File: src/rtl/mcart_pkg.sv
package mcart_pkg;
  localparam int HOLD_W  = 14;
  localparam int BANK_W  = 7;
  localparam int OFF_W   = 15;
  localparam int ROM_AW  = BANK_W + OFF_W;
  localparam int DATA_W  = 8;
  localparam int CPU_AW  = 16;

  localparam int B_OUTER_LO = 8;
  localparam int B_ONESCR   = 10;
  localparam int B_MODE16   = 11;
  localparam int B_HALF     = 12;
  localparam int B_HORZ     = 13;

  localparam logic [DATA_W-1:0] IDLE_BYTE = '1;

  typedef enum logic [1:0] {
    MIR_VERT   = 2'd0,
    MIR_HORZ   = 2'd1,
    MIR_ONE_LO = 2'd2
  } mir_t;
endpackage

File: src/rtl/mcart_hold_reg.sv
module mcart_hold_reg
  import mcart_pkg::*;
(
  input  logic              clk,
  input  logic              rst_n,
  input  logic              cpu_wr,
  input  logic [CPU_AW-1:0] cpu_addr,
  output logic [HOLD_W-1:0] held
);
  logic hit;

  assign hit = cpu_wr & cpu_addr[CPU_AW-1];

  always_ff @(posedge clk or negedge rst_n) begin
    if (!rst_n) begin
      held <= '0;
    end else if (hit) begin
      held <= cpu_addr[HOLD_W-1:0];
    end
  end
endmodule

File: src/rtl/mcart_bank_dec.sv
module mcart_bank_dec
  import mcart_pkg::*;
#(
  parameter int ROM_MB = 2
) (
  input  logic [HOLD_W-1:0] held,
  output logic [BANK_W-1:0] bank,
  output logic              mode16,
  output logic              half,
  output logic              open_bus
);
  localparam int INNER_W = BANK_W - 2;

  logic [1:0]         outer;
  logic [INNER_W-1:0] inner;

  assign outer  = held[B_OUTER_LO +: 2];
  assign inner  = held[INNER_W-1:0];
  assign mode16 = held[B_MODE16];
  assign half   = held[B_HALF];

  generate
    if (ROM_MB == 1) begin : g_1m
      always_comb begin
        bank     = {outer, inner};
        open_bus = (outer != 2'd0);
      end
    end else if (ROM_MB == 2) begin : g_2m
      always_comb begin
        bank     = {outer, inner};
        open_bus = outer[0];
        if (outer == 2'd2) bank[BANK_W-1 -: 2] = 2'b01;
      end
    end else if (ROM_MB == 3) begin : g_3m
      always_comb begin
        bank     = {outer, inner};
        open_bus = (outer == 2'd1);
        if (outer == 2'd2) bank[BANK_W-1 -: 2] = 2'b01;
        if (outer == 2'd3) bank[BANK_W-1 -: 2] = 2'b10;
      end
    end else begin : g_full
      always_comb begin
        bank     = {outer, inner};
        open_bus = 1'b0;
      end
    end
  endgenerate
endmodule

File: src/rtl/mcart_prg_map.sv
module mcart_prg_map
  import mcart_pkg::*;
(
  input  logic [BANK_W-1:0] bank,
  input  logic              mode16,
  input  logic              half,
  input  logic              open_bus,
  input  logic [CPU_AW-1:0] cpu_addr,
  input  logic [DATA_W-1:0] rom_rdata,
  output logic [ROM_AW-1:0] rom_addr,
  output logic              rom_en,
  output logic [DATA_W-1:0] cpu_rdata
);
  logic page_bit;

  always_comb begin
    page_bit  = mode16 ? half : cpu_addr[OFF_W-1];
    rom_addr  = {bank, page_bit, cpu_addr[OFF_W-2:0]};
    rom_en    = cpu_addr[CPU_AW-1] & ~open_bus;
    cpu_rdata = open_bus ? IDLE_BYTE : rom_rdata;
  end
endmodule

File: src/rtl/mcart_nt_mirror.sv
module mcart_nt_mirror
  import mcart_pkg::*;
(
  input  logic [HOLD_W-1:0] held,
  input  logic              ppu_a10,
  input  logic              ppu_a11,
  output mir_t              mode,
  output logic              nt_a10
);
  always_comb begin
    if (held[B_ONESCR])    mode = MIR_ONE_LO;
    else if (held[B_HORZ]) mode = MIR_HORZ;
    else                   mode = MIR_VERT;
  end

  always_comb begin
    unique case (mode)
      MIR_HORZ:   nt_a10 = ppu_a11;
      MIR_ONE_LO: nt_a10 = 1'b0;
      default:    nt_a10 = ppu_a10;
    endcase
  end
endmodule

File: src/rtl/mcart_addr_mapper.sv
module mcart_addr_mapper
  import mcart_pkg::*;
#(
  parameter int ROM_MB = 2
) (
  input  logic              clk,
  input  logic              rst_n,
  input  logic [CPU_AW-1:0] cpu_addr,
  input  logic              cpu_wr,
  input  logic [DATA_W-1:0] rom_rdata,
  input  logic              ppu_a10,
  input  logic              ppu_a11,
  output logic [ROM_AW-1:0] rom_addr,
  output logic              rom_en,
  output logic [DATA_W-1:0] cpu_rdata,
  output logic              nt_a10
);
  logic [HOLD_W-1:0] held;
  logic [BANK_W-1:0] bank_num;
  logic              mode16;
  logic              half;
  logic              open_bus;
  mir_t              mir_mode;

  mcart_hold_reg u_hold (
    .clk      (clk),
    .rst_n    (rst_n),
    .cpu_wr   (cpu_wr),
    .cpu_addr (cpu_addr),
    .held     (held)
  );

  mcart_bank_dec #(.ROM_MB(ROM_MB)) u_dec (
    .held     (held),
    .bank     (bank_num),
    .mode16   (mode16),
    .half     (half),
    .open_bus (open_bus)
  );

  mcart_prg_map u_prg (
    .bank      (bank_num),
    .mode16    (mode16),
    .half      (half),
    .open_bus  (open_bus),
    .cpu_addr  (cpu_addr),
    .rom_rdata (rom_rdata),
    .rom_addr  (rom_addr),
    .rom_en    (rom_en),
    .cpu_rdata (cpu_rdata)
  );

  mcart_nt_mirror u_nt (
    .held    (held),
    .ppu_a10 (ppu_a10),
    .ppu_a11 (ppu_a11),
    .mode    (mir_mode),
    .nt_a10  (nt_a10)
  );
endmodule

File: config.mk
export PLATFORM = sky130hd
export DESIGN_NAME = mcart_addr_mapper
export DESIGN_NICKNAME = d
export VERILOG_FILES = /design/src/rtl/mcart_pkg.sv /design/src/rtl/mcart_hold_reg.sv /design/src/rtl/mcart_bank_dec.sv /design/src/rtl/mcart_prg_map.sv /design/src/rtl/mcart_nt_mirror.sv /design/src/rtl/mcart_addr_mapper.sv
export SDC_FILE = /design/constraint.sdc
export NUM_CORES = 1
export LEC_CHECK = 0
export ABC_AREA = 1
export BUFFER_PORTS_ARGS = -buffer_cell sky130_fd_sc_hd__buf_2
export CAP_MARGIN = 30
export CORE_MARGIN = 1.5
export CORE_UTILIZATION = 40
export DETAILED_ROUTE_END_ITERATION = 10
export PLACE_DENSITY = 0.88
export REMOVE_ABC_BUFFERS = 1
export SYNTH_ARGS = -nofsm -noshare
export SYNTH_HDL_FRONTEND = slang
export SYNTH_HIERARCHICAL = 1
export SYNTH_SLANG_ARGS = --single-unit
export TNS_END_PERCENT = 10
File: constraint.sdc
create_clock -name clk -period 1.7 [get_ports clk]
set_clock_uncertainty 0.1 [all_clocks]
set_input_delay 0.085 -clock clk [delete_from_list [all_inputs] [get_ports clk]]
set_output_delay 0.085 -clock clk [all_outputs]
set_load 0.01 [all_outputs]
==> flow_metrics.env, run 1 <==
export IMPL_syn_avg_cell_area_sq_um=7.64
export IMPL_max_cap_violations=0
export IMPL_grt_pass1_wl_microns=2270
export IMPL_wl_met1_microns=655
export IMPL_cts_made_buffers=3
export IMPL_start_util_pct=43.7
export IMPL_fin_crit_sh_pct=77.0
export IMPL_hold_class="input port to primary output"
export IMPL_clk_latency_ns=0.26
export IMPL_io_pins=61
export IMPL_vias=684
export IMPL_fill_cells=164
export IMPL_cts_root_buffer="clkbuf_4"
export IMPL_regMostFlops="u_hold/held"
export IMPL_cp_start_kind="flip-flop"
export IMPL_ir_drop_uv=339
export IMPL_wire_per_inst_microns=10.0
export IMPL_slew_headroom_pct=82.6
export IMPL_die_y_microns=47.1
export IMPL_io_buffers=54
export IMPL_top_layer="met3"
export IMPL_grt_overflow=0
export IMPL_drt_iter0_drc=4
export IMPL_setup_tns_final_ns=0
export IMPL_fmax_mhz=764
export IMPL_area_growth_pct=25.5
export IMPL_endpoint_kind="primary output"
export IMPL_netlist_instances=102
export IMPL_rsz0062_at_grt="no"
export IMPL_cts_setup_buffers=0
export IMPL_maxSlewViolCount=0
export IMPL_finalNetCount=169
export IMPL_met2_length_microns=863
export IMPL_grt_max_degree=14
export IMPL_finalSetupViolations=0
export IMPL_cts_htree_levels=1
export IMPL_drtAntennaViolNets=0
export IMPL_postLayoutCoreUtil_pct=54.9
export IMPL_crit_arrival_ns=1.12
export IMPL_routed_wl_met3_microns=127
export IMPL_grt_usage_pct=15.2
export IMPL_required_ns=1.51
export IMPL_hold_buffers=12
export IMPL_antenna_cells=0
export IMPL_top_regs="u_hold/held: 11 flops"
export IMPL_clock_sinks=11
export IMPL_drt_vias_per_instance=4.17
export IMPL_yosys_warnings=6
export IMPL_antenna_found_initial=0
export IMPL_core_sq_um=1780
export IMPL_cts_max_path_buffers=2
export IMPL_dp_cells=148
export IMPL_clkTransAtPathRegs_ns=0.07
export IMPL_firstDrtPassIters=4
export IMPL_dp_worst_setup_slack_ns=0.667
export IMPL_ctsResizeCount=0
export IMPL_rows=15
export IMPL_die_x_microns=47.1
export IMPL_critical_path_class="flip-flop to primary output"
export IMPL_path_max_fanout=12
export IMPL_power_density_nw_per_um2=729
export IMPL_dp_hpwl_microns=1210
export IMPL_finalCriticalPeriod_ns=1.31
export IMPL_drive_above_1_share_pct=41.7
export IMPL_grt_pass1_vias=563
export IMPL_wl_microns=1650
export IMPL_hold_viol=0
export IMPL_status="finished, final reports clean"
export IMPL_setup_slack_ns=0.391
export IMPL_cts_tree="built"
export IMPL_p_leak_nw=0.583
export IMPL_remaining_drc_errors=0
export IMPL_synth_area_sq_um=779
export IMPL_die_area_sq_um=2220
export IMPL_tightest_slew_ns=0.261
export IMPL_gp_congestion=0.641
export IMPL_fin_cells=164
export IMPL_largest_reg_flops=11
## worst paths after layout
path                                  from         endpoint  slack (ns)  cells after the start
max                         u_hold/held[8]     cpu_rdata[1]        0.39                      2
min                            cpu_addr[5]      rom_addr[5]        0.07                      0
max reg2reg                 u_hold/held[8]   u_hold/held[8]        0.87                      2
min reg2reg                u_hold/held[12]  u_hold/held[12]        0.37                      2
max in group asynchronous            rst_n  u_hold/held[13]        1.16                      2
min in group asynchronous            rst_n   u_hold/held[1]        0.14                      2
## critical path: stages, from the launching register on
cell and delay (ns):
dfrtp_1 0.47, or2_1 0.26, buf_2 0.14
## metal layers
metal / up-vias / global-route usage, %
met4: 0 / 6.67
met3: 0 / 5.00
met5: - / 0
met1: 293 / 14.0
met2: 36 / 29.9
li1: 355 / -
## power breakdown
group / internal [mW] / switching, mW / total, mW / leakage (nW)
registers: 0.294 / 0.0246 / 0.319 / 0.136
clock network: 0.0906 / 0.0819 / 0.172 / 0.0150
logic: 0.110 / 0.112 / 0.222 / 0.432
## per-stage QoR
step | instance area, sq um | hold WS [ns] | total power, mW
after CTS | 978 | 0.0686 | 0.723
final | 978 | 0.0701 | 0.713
after global routing | 978 | 0.0701 | 0.772
after detailed placement | 832 | -0.129 | 0.528
after global placement | 832 | -0.140 | 0.520
after floorplan | 531 | -0.311 | 0.406
## final cells by class
class                      count  area (sq um)  area share, %
inverter                       6          22.5           2.30
multi-input combinational     52           233           23.8
sequential                    11           275           28.1
timing repair buffer          66           390           39.9
clock buffer                   4          26.3           2.69
tap                           25          31.3           3.20
## placed cells by master (no fill, tap or decap)
cell	instances
buf_2	54
inv_1	6
nand2_2	1
dfrtp_1	11
clkbuf_1	1
nand3_1	12
clkbuf_4	3
or2_1	8
nand2_1	29
nor2_1	2
dlygate4sd3_1	12
No activity file was read; power rests on OpenSTA's default activity.
==> run 2, diff against run 1 <==
- ABC_AREA: 1 -> 0
- CORE_UTILIZATION: 40 -> 37
- PLACE_DENSITY: 0.88 -> 0.86
- clock period: 1.7 -> 1.05 ns (I/O delays scaled with it)
==> flow_metrics.env, run 2 <==
export IMPL_regMostFlops="u_hold/held"
export IMPL_ir_drop_uv=799
export IMPL_top_regs="u_hold/held: 11 flops"
export IMPL_hold_class="input port to primary output"
export IMPL_rows=16
export IMPL_grt_pass1_vias=564
export IMPL_cts_tree="built"
export IMPL_cts_setup_buffers=0
export IMPL_antenna_cells=0
export IMPL_drive_above_1_share_pct=67.9
export IMPL_dp_hpwl_microns=1130
export IMPL_antenna_found_initial=0
export IMPL_drtAntennaViolNets=0
export IMPL_power_density_nw_per_um2=1230
export IMPL_finalCriticalPeriod_ns=1.24
export IMPL_grt_overflow=0
export IMPL_max_cap_violations=0
export IMPL_remaining_drc_errors=0
export IMPL_io_pins=61
export IMPL_p_sw_uw=342
export IMPL_die_x_microns=48.5
export IMPL_hold_viol=0
export IMPL_path_max_fanout=12
export IMPL_crit_start="u_hold/held[8]"
export IMPL_core_sq_um=1960
export IMPL_final_cell_mix="buf_2, dlygate4sd3_1, dfrtp_1"
export IMPL_netlist_instances=68
export IMPL_maxSlewViolCount=0
export IMPL_cellInternalPower_uw=892
export IMPL_io_buffers=54
export IMPL_clk_latency_ns=0.25
export IMPL_setup_tns_final_ns=-2.12
export IMPL_wl_microns=1540
export IMPL_rsz0062_at_grt="yes"
export IMPL_clkTransAtPathRegs_ns=0.07
export IMPL_dp_worst_setup_slack_ns=0.0544
export IMPL_clockPowerShare_pct=22.4
export IMPL_grt_max_degree=13
export IMPL_grtUsageMet3_pct=4.94
export IMPL_start_util_pct=39.1
export IMPL_fmax_mhz=804
export IMPL_fin_cells=136
export IMPL_yosys_warnings=6
export IMPL_tightest_slew_ns=0.256
export IMPL_grt_usage_pct=13.4
export IMPL_cts_root_buffer="clkbuf_4"
export IMPL_grt_pass1_wl_microns=2430
export IMPL_placement_cell_area_sq_um=850
export IMPL_critical_path_class="flip-flop to primary output"
export IMPL_slew_headroom_pct=83.0
export IMPL_holdWs_ns=0.00509
export IMPL_cts_max_path_buffers=2
export IMPL_power_total_mw=1.23
export IMPL_dp_cells=120
export IMPL_syn_avg_cell_area_sq_um=11.3
export IMPL_hp_start="cpu_addr[5]"
export IMPL_mostFrequentLayoutCell="buf_2"
export IMPL_postLayoutCoreUtil_pct=51.1
export IMPL_crit_arrival_ns=1.09
export IMPL_gp_congestion=0.579
export IMPL_vias=575
export IMPL_use_met2_pct=24.5
export IMPL_finalNetCount=139
export IMPL_cts_htree_levels=1
export IMPL_wire_per_inst_microns=11.3
export IMPL_endpoint_kind="primary output"
export IMPL_grt_met1_usage_pct=12.9
export IMPL_setup_slack_ns=-0.194
export IMPL_largest_reg_flops=11
export IMPL_area_growth_pct=30.8
export IMPL_die_y_microns=48.5
export IMPL_seqPwrFrac_pct=43.2
export IMPL_violations="setup timing"
export IMPL_design_area_sq_um=1000
export IMPL_drt_iter0_drc=3
export IMPL_die_area_sq_um=2360
export IMPL_clock_sinks=11
export IMPL_r2r_start="u_hold/held[8]"
export IMPL_finalSetupViolations=13
export IMPL_required_ns=0.90
export IMPL_firstDrtPassIters=4
export IMPL_fin_crit_sh_pct=118
export IMPL_p_comb_share_pct=34.4
export IMPL_cp_start_kind="flip-flop"
export IMPL_grt_busiest_layer="met2"
export IMPL_drt_vias_per_instance=4.23
export IMPL_status="finished with violations"
export IMPL_cts_made_buffers=3
export IMPL_p_leak_nw=0.533
export IMPL_synth_area_sq_um=767
export IMPL_power_switching_share_pct=27.7
==> run 2: repair_timing <==
item,CTS,global route
pin swaps,0,4
setup endpoints to repair,13,13
hold endpoints to repair,22,0
hold buffers,12,0
gates resized for setup,2,0
==> run 2: final timing paths <==
| path | slack, ns | cells past startpoint | to |
|---|---|---|---|
| worst max register to register | 0.12 | 1 | u_hold/held[8] |
| worst max-delay path | -0.19 | 2 | cpu_rdata[5] |
| worst min-delay path | 0.005 | 0 | rom_addr[5] |
| min in group asynchronous | 0.09 | 2 | u_hold/held[4] |
| max in group asynchronous | 0.54 | 2 | u_hold/held[8] |
| worst min register to register | 0.41 | 1 | u_hold/held[2] |
==> run 2: metal layers <==
layer  share of wire, %  wire length [microns]
met3                 12                    180
met4                1.0                     16
met5                  0                      0
met1                 38                    586
met2                 49                    754
==> run 2: worst max-delay path, cell delays in order, from the launching register on <==
cell and delay (ns):
dfrtp_2 0.46, or2_1 0.23, buf_2 0.14
==> run 2: power by group through the flow <==
stage / Clock [mW] / Sequential [mW] / Combinational [mW]
floorplan: 0 / 0.545 / 0.178
global placement: 0 / 0.536 / 0.375
detailed placement: 0 / 0.539 / 0.383
CTS: 0.293 / 0.533 / 0.427
global route: 0.321 / 0.544 / 0.455
finish: 0.277 / 0.532 / 0.424
==> run 2: layout make-up <==
cell class | count | area, sq um
repair buffers | 68 | 412
well taps | 27 | 33.8
clock buffers | 4 | 26.3
flip-flops and latches | 11 | 277
multi-input cells | 26 | 255
fillers | 198 | 958
